`src/rtl/lfsr_misr_harness.sv`:
```
module lfsr_misr_harness #(
  parameter int W = 8,
  parameter int CW = 10,
  parameter logic [W-1:0] LFSR_TAPS = 8'h71,
  parameter logic [W-1:0] MISR_TAPS = 8'h1D,
  parameter logic [W-1:0] RST_SEED = 8'h01
) (
  input  logic          clk,
  input  logic          rst,
  input  logic          load_a,
  input  logic          load_b,
  input  logic [W-1:0]  seed_a,
  input  logic [W-1:0]  seed_b,
  input  logic          step,
  input  logic          run,
  output logic [W-1:0]  a_op,
  output logic [W-1:0]  b_op,
  output logic [W-1:0]  sig_x,
  output logic [W-1:0]  sig_y,
  output logic          sign_x,
  output logic          sign_y,
  output logic [CW-1:0] count,
  output logic          done
);

  localparam logic [CW-1:0] LAST = '1;

  logic [W-1:0] keep_a, keep_b, res_x, res_y;
  logic         adv, wrap;

  function automatic logic [W-1:0] lfsr_nx(input logic [W-1:0] v);
    return (v << 1) ^ (v[W-1] ? LFSR_TAPS : '0);
  endfunction

  function automatic logic [W-1:0] misr_nx(input logic [W-1:0] s, input logic [W-1:0] d);
    return (s << 1) ^ (s[W-1] ? MISR_TAPS : '0) ^ d;
  endfunction

  assign done = (count == LAST);
  assign adv  = (step | run) & ~done;
  assign wrap = &count[W-1:0];

  always_comb begin
    unique case (count[CW-1:CW-2])
      2'd0: begin res_x = a_op + b_op; res_y = a_op - b_op; end
      2'd1: begin res_x = a_op & b_op; res_y = a_op | b_op; end
      2'd2: begin res_x = a_op ^ b_op; res_y = ~a_op;       end
      default: begin res_x = a_op;     res_y = b_op;        end
    endcase
  end

  assign sign_x = res_x[W-1];
  assign sign_y = res_y[W-1];

  always_ff @(posedge clk) begin
    if (rst) begin
      count  <= '0;
      sig_x  <= '0;
      sig_y  <= '0;
      a_op   <= RST_SEED;
      b_op   <= RST_SEED;
      keep_a <= RST_SEED;
      keep_b <= RST_SEED;
    end else begin
      if (adv) begin
        count <= count + 1'b1;
        sig_x <= misr_nx(sig_x, res_x);
        sig_y <= misr_nx(sig_y, res_y);
      end
      if (load_a) begin
        a_op   <= seed_a;
        keep_a <= seed_a;
      end else if (adv) begin
        a_op <= wrap ? keep_a : lfsr_nx(a_op);
      end
      if (load_b) begin
        b_op   <= seed_b;
        keep_b <= seed_b;
      end else if (adv) begin
        b_op <= wrap ? keep_b : lfsr_nx(b_op);
      end
    end
  end

  assert_count_step_R4: assert property (@(posedge clk) disable iff (rst)
    ((step | run) && !done) |=> count == $past(count) + 1'b1);

  assert_count_sticky_R10: assert property (@(posedge clk) disable iff (rst)
    (count == LAST) |=> (count == LAST) && $stable(sig_x) && $stable(sig_y));

  assert_hold_idle_R3: assert property (@(posedge clk) disable iff (rst)
    !(step | run) |=> $stable(count) && $stable(sig_x) && $stable(sig_y));

  assert_hold_a_R3: assert property (@(posedge clk) disable iff (rst)
    (!load_a && !((step | run) && !done)) |=> $stable(a_op));

  assert_load_wins_R2: assert property (@(posedge clk) disable iff (rst)
    load_b |=> b_op == $past(seed_b));

  assert_restart_R6: assert property (@(posedge clk) disable iff (rst)
    ((step | run) && !done && count[W-1:0] == '1 && !load_a) |=> a_op == keep_a);

endmodule

```
`config.mk`:
```
export PLATFORM = sky130hd
export DESIGN_NAME = lfsr_misr_harness
export DESIGN_NICKNAME = d
export VERILOG_FILES = /design/src/rtl/lfsr_misr_harness.sv
export SDC_FILE = /design/constraint.sdc
export NUM_CORES = 1
export LEC_CHECK = 0
export ABC_AREA = 1
export BUFFER_PORTS_ARGS = -buffer_cell sky130_fd_sc_hd__buf_2
export CAP_MARGIN = 20
export CORE_AREA = 10 10 109 111
export CTS_CLUSTER_DIAMETER = 80
export CTS_CLUSTER_SIZE = 10
export DETAILED_ROUTE_END_ITERATION = 10
export DIE_AREA = 0 0 119 121
export HOLD_SLACK_MARGIN = 0.03
export PLACE_DENSITY = 0.59
export SETUP_SLACK_MARGIN = 0.3
export SYNTH_ARGS = -nofsm -noshare
export SYNTH_HDL_FRONTEND = slang
export SYNTH_SLANG_ARGS = --single-unit
```
`constraint.sdc`:
```
create_clock -name clk -period 2.3 [get_ports clk]
set_input_delay 0.23 -clock clk [delete_from_list [all_inputs] [get_ports clk]]
set_output_delay 0.23 -clock clk [all_outputs]
set_load 0.02 [all_outputs]
```
Word level (Yosys, flattened, before mapping) --
Index checks and enable logic that the tools add are counted.
Word-level totals: memory bits (writable) 0, memories kept 0, bits in read-only memories 0, bits in latches 0, logic and storage cells 42, flip-flop bits (word level) 58, input port bits 22, output and inout bits 45
Operators by class: $mul 0, shift-type cells 0, reductions and logical operators 4, equality and inequality tests 3, multiplexer cells 12, $lt $le $gt $ge 0, $add $sub $neg 3, bitwise gates (word level) 13, div/mod/pow operators 0
Operators by type and width (number):
- $mux 8 | 6
- $pmux 8 s3 | 2
- $xor 8x8->8 | 3
- $xor 8x5->8 | 2
- $xor 8x7->8 | 2
- $mux 7 | 2
- $add 10x1->10 const B | 1
- $eq 10x10->1 const B | 1
- $mux 5 | 2
- $add 8x8->8 | 1
- $and 8x8->8 | 1
- $not 8->8 | 1
- $or 8x8->8 | 1
- $reduce_and 8->1 | 1
- $sub 8x8->8 | 1
- $reduce_bool 2->1 | 2
- $eq 2x1->1 const B | 1
- $eq 2x2->1 const B | 1
- $logic_not 2->1 | 1
- $and 1x1->1 | 1
- $not 1->1 | 1
- $or 1x1->1 | 1

Depth between registers and ports, before layout --
depth in word-level cells 5, depth in mapped cells 15, mapped depth without buffers 15

Worst setup path before layout --
OpenSTA, ideal clock, no wires.
path kind reg-to-reg, start point register a_op[4], end point register sig_y[7], setup time 109 ps, setup slack 180 ps, data arrival time 2011 ps, stages on the path, launching flop included 15, period minus slack after synthesis 2120 ps, data required time 2191 ps, path buffers 1, path through dfxtp_1 > inv_1 > ha_1 > buf_2 > inv_1 > nand2_1 > nand2_1 > a21oi_1 > nand3_1 > nand3_1 > nand3_1 > nand2_1 > nand3_1 > nand2_1 > inv_1
On the way: cells in the longest elaborated chain, start to end 3
Ends and longest elaborated chain:
- start: declaration | line 16 | output logic [W-1:0] a_op,
- start signal: assignment | line 74 | a_op <= wrap ? keep_a : lfsr_nx(a_op);
- $sub 8x8->8 | line 45 | 2'd0: begin res_x = a_op + b_op; res_y = a_op - b_op; end
- $pmux 8 s3 | line 44 | unique case (count[CW-1:CW-2])
- via sign_y | line 21 | output logic sign_y,
- $xor 8x8->8 | line 36 | return (s << 1) ^ (s[W-1] ? MISR_TAPS : '0) ^ d;
- end signal: assignment | line 68 | sig_y <= misr_nx(sig_y, res_y);
- end: declaration | line 19 | output logic [W-1:0] sig_y,
The timed path passes the listed nets, and every way through them passes these cells. A chain may end at the register's enable or synchronous reset.

Worst setup path in the final report --
start point register b_op[2], end point output sign_y
On the way: cells in the longest elaborated chain, start to end 2
Ends and longest elaborated chain:
- start: declaration | line 17 | output logic [W-1:0] b_op,
- start signal: assignment | line 80 | b_op <= wrap ? keep_b : lfsr_nx(b_op);
- $sub 8x8->8 | line 45
- $pmux 8 s3 | line 44
- end: declaration | line 21
Every way passes these cells.

==> impl_summary.md <==
Setup path
The kind of cell with the highest combined delay on the critical path is simple AND/OR/NAND/NOR gates. The critical path ends at sign_y. In this run the critical register-to-register path is captured at sig_y[4]. Walking the worst path, the cells encountered are inv_4, ha_4, inv_4, a21oi_4, nand2_2, nand2_2, nand3_1, nand3_2, nand3_2, buf_6.

The worst register-to-register path begins at a_op[1]. Data on the critical path is required at its endpoint by between 2 and 2.5 ns. The number of cells on the critical path is 10. The critical path endpoint category is an output pin. For the worst setup path, the data arrival time is approximately 1.8 ns. Counting both buffers and inverters, the worst setup path holds a total of 3. The largest single stage delay on the critical path is between 0.3 and 0.4 ns. The cell with the biggest individual delay on the critical path is sky130_fd_sc_hd__dfxtp_2. The origin of the worst setup path is b_op[2]. The category of the worst setup path launch point is a flip-flop. The largest fanout on the critical path is 4. The length in cells of the worst reg-to-reg path is 13. The kind of critical path is reg -> out. The worst setup slack for register-to-register paths is between 0.3 and 0.4 ns.

Yosys
Of the total synthesized cell area, the portion taken by AND, OR, NAND and NOR gates is between 20% and 30%. The sequential area share after synthesis is between 30 and 40%. The mean instance size in the synthesized netlist is between 6 and 7 sq um. The cell area that synthesis handed to floorplanning was 3810 sq um. The number of nets in the synthesized netlist is approximately 620. In this run, synthesis produced a sequential element count of 58. The post-synthesis share of cell area spent on full adders, half adders and majority gates is under 10%.

The total number of yosys warnings is 0. The synthesized netlist devotes 18.0% of its cell area to compound gates. Counting distinct cell types in the post-synthesis netlist gives 35. In the synthesized netlist, mux cells make up 0% of the area. The xor-xnor portion of the synthesized cell area is under 10%. The cell count after synthesis is approximately 570.

The combinational family with the most area after synthesis is simple AND/OR/NAND/NOR gates.

Placed design
The post-place instance area is 4330 sq um. The placed cell count is approximately 760. The worst slack at placement is 0.0842 ns. The placer congestion estimate is a little under 0.9.

The HPWL after detailed placement is slightly above 9000 microns. The count of buffers added on input and output ports is 66.

STA
The remaining max-slew budget at the tightest pin is a little under three fifths. The final worst clock skew is 0.0168 ns. The setup TNS is 0 ns. The highest clock frequency the design can meet is 0.485 GHz. The final number of max-transition violations is 0. Hold timing on the final database bottoms out at a slack of 0.122 ns. Setup slack closes at between 0.2 and 0.25 ns. In the finished design, the share of the clock period the worst path needs comes to between 80% and 90%. For the pin with the worst max-slew slack, the measured transition is ~0.65 ns.

The number of hold violations in the final report is 0. The number of failing setup endpoints in the final timing report is 0. The post-layout minimum cycle time is ~2 ns.

Setup repair after global routing could not meet its margin everywhere.

Finish
The most common library cell in the layout ignoring fill and taps is sky130_fd_sc_hd__nand2_1. The repair_antennas step left the layout with diodes totalling 0. After the flow finishes, the layout carries non-filler instances totaling approximately 800. The share of post-route cells with drive strength above 1 is around 30%. The total number of nets in the final design is 713. The growth of design area from synthesis to finish is 31.3%.

The filler cells instantiated in the layout total about 1000. The finished cells cover about 5000 sq um. The final design utilization is about half. In the layout the commonest cells are sky130_fd_sc_hd__nand2_1 (134), sky130_fd_sc_hd__buf_2 (64), sky130_fd_sc_hd__inv_1 (63).

Job
The max-capacitance violation count is 0.

Floorplan
In this run the vertical extent of the chip is 121 microns. The count of pins on the block boundary is between 60 and 70. The number of standard-cell rows in the floorplan is 36.

The initial utilization of the core area, before any placement, comes to between 30% and 40%. The width of the chip is ~120 microns. The core region is 9640 sq um. The die covers 14400 sq um.

Clocking
Clock latency on the worst-skew pair, taken at its later pin, is about 0.35 ns. TritonCTS built the clock tree. The number of clock buffers added by TritonCTS is 9. The root buffer cell chosen for the clock tree is sky130_fd_sc_hd__clkbuf_8.

The clock drives 58 sinks. Clock-pin slew was measured on the worst setup and hold paths at around 0.08 ns. Buffers inserted to repair hold after CTS numbered 0. The H-tree was split into 3 levels. The maximum clock insertion buffer count is 2.

Detailed routing
The routed layout has around 4200 vias. The starting DRC count in detailed routing is approximately 320. Dividing the detail-routed via count by the number of cells gives approximately 5.2.

In the routed design, unresolved DRC markers number 0. Wires add up to between 10000 and 15000 microns. The routed wire length per instance is 16.5 microns.

Once detail routing completed, the nets flagged for antenna violations numbered 0. The first-pass iteration count of the detailed router is 5.

Worst hold path
The min-delay analysis places its worst path in the category in -> reg.

Global route
Global routing finished with a remaining overflow of 0. The number of antenna violations at the first check in global routing is 0. The first-pass GRT wire length is about 21000 microns. The overall routing resource usage is between 10% and 20%. Entering global routing, the biggest net connects 40 pins.

The number of global-route vias before repair is about 4000.

Power and ir drop
The total power per unit cell area is 653 nW/um^2. For this design the static power due to leakage is between 2 and 2.5 nW. Across the VDD grid, the largest voltage drop is approximately 0.32 mV.

The design draws ~3.3 mW.

Status
The run finished with clean final reports.
worst min-delay path by stage:
| stage | from | endpoint | slack, ns | cells after the start |
|---|---|---|---|---|
| floorplan | seed_b[0] | keep_b[0] | 0.37 | 2 |
| global placement | keep_b[0] | keep_b[0] | 0.43 | 2 |
| detailed placement | keep_b[0] | keep_b[0] | 0.44 | 2 |
| CTS | seed_b[0] | keep_b[0] | 0.11 | 3 |
| global route | seed_b[0] | keep_b[0] | 0.13 | 3 |
| finish | seed_b[0] | keep_b[0] | 0.12 | 3 |
synthesized netlist by cell type:
cell type / count / share of area (%)
sky130_fd_sc_hd__a21boi_0: 1 / 0.20
sky130_fd_sc_hd__a21o_1: 1 / 0.20
sky130_fd_sc_hd__a21oi_1: 44 / 5.8
sky130_fd_sc_hd__a31oi_1: 11 / 1.8
sky130_fd_sc_hd__and2_1: 1 / 0.16
sky130_fd_sc_hd__buf_1: 1 / 0.098
sky130_fd_sc_hd__buf_2: 9 / 1.2
sky130_fd_sc_hd__buf_4: 2 / 0.39
sky130_fd_sc_hd__clkbuf_1: 12 / 1.2
sky130_fd_sc_hd__clkinv_1: 1 / 0.098
sky130_fd_sc_hd__dfxtp_1: 58 / 30
sky130_fd_sc_hd__fa_1: 2 / 1.0
sky130_fd_sc_hd__ha_1: 24 / 7.9
sky130_fd_sc_hd__inv_1: 77 / 7.6
sky130_fd_sc_hd__inv_2: 5 / 0.49
sky130_fd_sc_hd__nand2_1: 147 / 14
sky130_fd_sc_hd__nand2_2: 1 / 0.16
sky130_fd_sc_hd__nand3_1: 46 / 6.0
sky130_fd_sc_hd__nand3b_1: 2 / 0.39
sky130_fd_sc_hd__nand4_1: 9 / 1.5
sky130_fd_sc_hd__nor2_1: 30 / 3.0
sky130_fd_sc_hd__nor2_2: 1 / 0.16
sky130_fd_sc_hd__nor3_1: 5 / 0.66
sky130_fd_sc_hd__nor3_2: 1 / 0.26
sky130_fd_sc_hd__nor3b_1: 1 / 0.20
sky130_fd_sc_hd__nor4_1: 1 / 0.16
sky130_fd_sc_hd__o2111ai_1: 12 / 2.8
sky130_fd_sc_hd__o211ai_1: 4 / 0.79
sky130_fd_sc_hd__o21ai_0: 26 / 3.4
sky130_fd_sc_hd__o21ai_1: 5 / 0.66
sky130_fd_sc_hd__o221ai_1: 4 / 0.92
sky130_fd_sc_hd__o22ai_1: 9 / 1.5
sky130_fd_sc_hd__or2_2: 1 / 0.16
sky130_fd_sc_hd__xnor2_1: 8 / 1.8
sky130_fd_sc_hd__xor2_1: 11 / 2.5
state kept, by name, summed over array words and instances (netlist names):
signal / flops
b_op: 8
a_op: 8
sig_y: 8
sig_x: 8
keep_b: 8
count: 10
keep_a: 8
worst register-to-register path, cell delays in order, from the launching register on:
cell and delay, ns:
sky130_fd_sc_hd__dfxtp_4 0.36, sky130_fd_sc_hd__clkinvlp_4 0.10, sky130_fd_sc_hd__buf_4 0.16, sky130_fd_sc_hd__fa_2 0.38, sky130_fd_sc_hd__inv_1 0.06, sky130_fd_sc_hd__nand2_1 0.07, sky130_fd_sc_hd__nand2_2 0.08, sky130_fd_sc_hd__nand2_2 0.06
sky130_fd_sc_hd__o21ai_2 0.13, sky130_fd_sc_hd__nand3b_1 0.15, sky130_fd_sc_hd__nand2_1 0.09, sky130_fd_sc_hd__nand2_1 0.05, sky130_fd_sc_hd__o21ai_1 0.14, sky130_fd_sc_hd__inv_1 0.05
metal layers:
| metal | vias to the layer above | track usage (%) | share of wire, % |
|---|---|---|---|
| li1 | 2082 | - | - |
| met1 | 1929 | 23.1 | 47 |
| met2 | 131 | 29.5 | 47 |
| met3 | 18 | 3.63 | 5.3 |
| met4 | 0 | 6.11 | 1.6 |
| met5 | - | 0 | 0 |
cell families (layout without fill, tap and decap cells):
kind of cell | after synthesis | after routing
and+or+nand+nor | 246 | 246
buffers and inverters | 107 | 204
xor gates and xnor gates | 19 | 19
AOI/OAI and AO/OA | 117 | 117
adders and majority gates | 26 | 26
DFF | 58 | 58
layout make-up:
cell class                      instances  area (sq um)  area share, %
Clock inverter                          6          67.6           1.35
Timing Repair Buffer                  105           632           12.6
Inverter                               83           330           6.60
Tap cell                              133           166           3.32
Multi-Input combinational cell        408          2480           49.6
Sequential cell                        58          1200           23.9
Clock buffer                           10           128           2.55
repair_timing:
action | CTS | global route
endpoints found under the hold margin | 0 | 0
setup buffers | 15 | 9
gates resized for setup | 58 | 40
setup endpoints to repair | 19 | 35
pin swaps | 17 | 17
power by group:
| part | internal (mW) | switching [mW] |
|---|---|---|
| logic | 0.450 | 0.657 |
| clock network | 0.502 | 0.477 |
| registers | 1.10 | 0.0855 |
| total | 2.05 | 1.22 |
No activity file was read; power rests on OpenSTA's default activity.
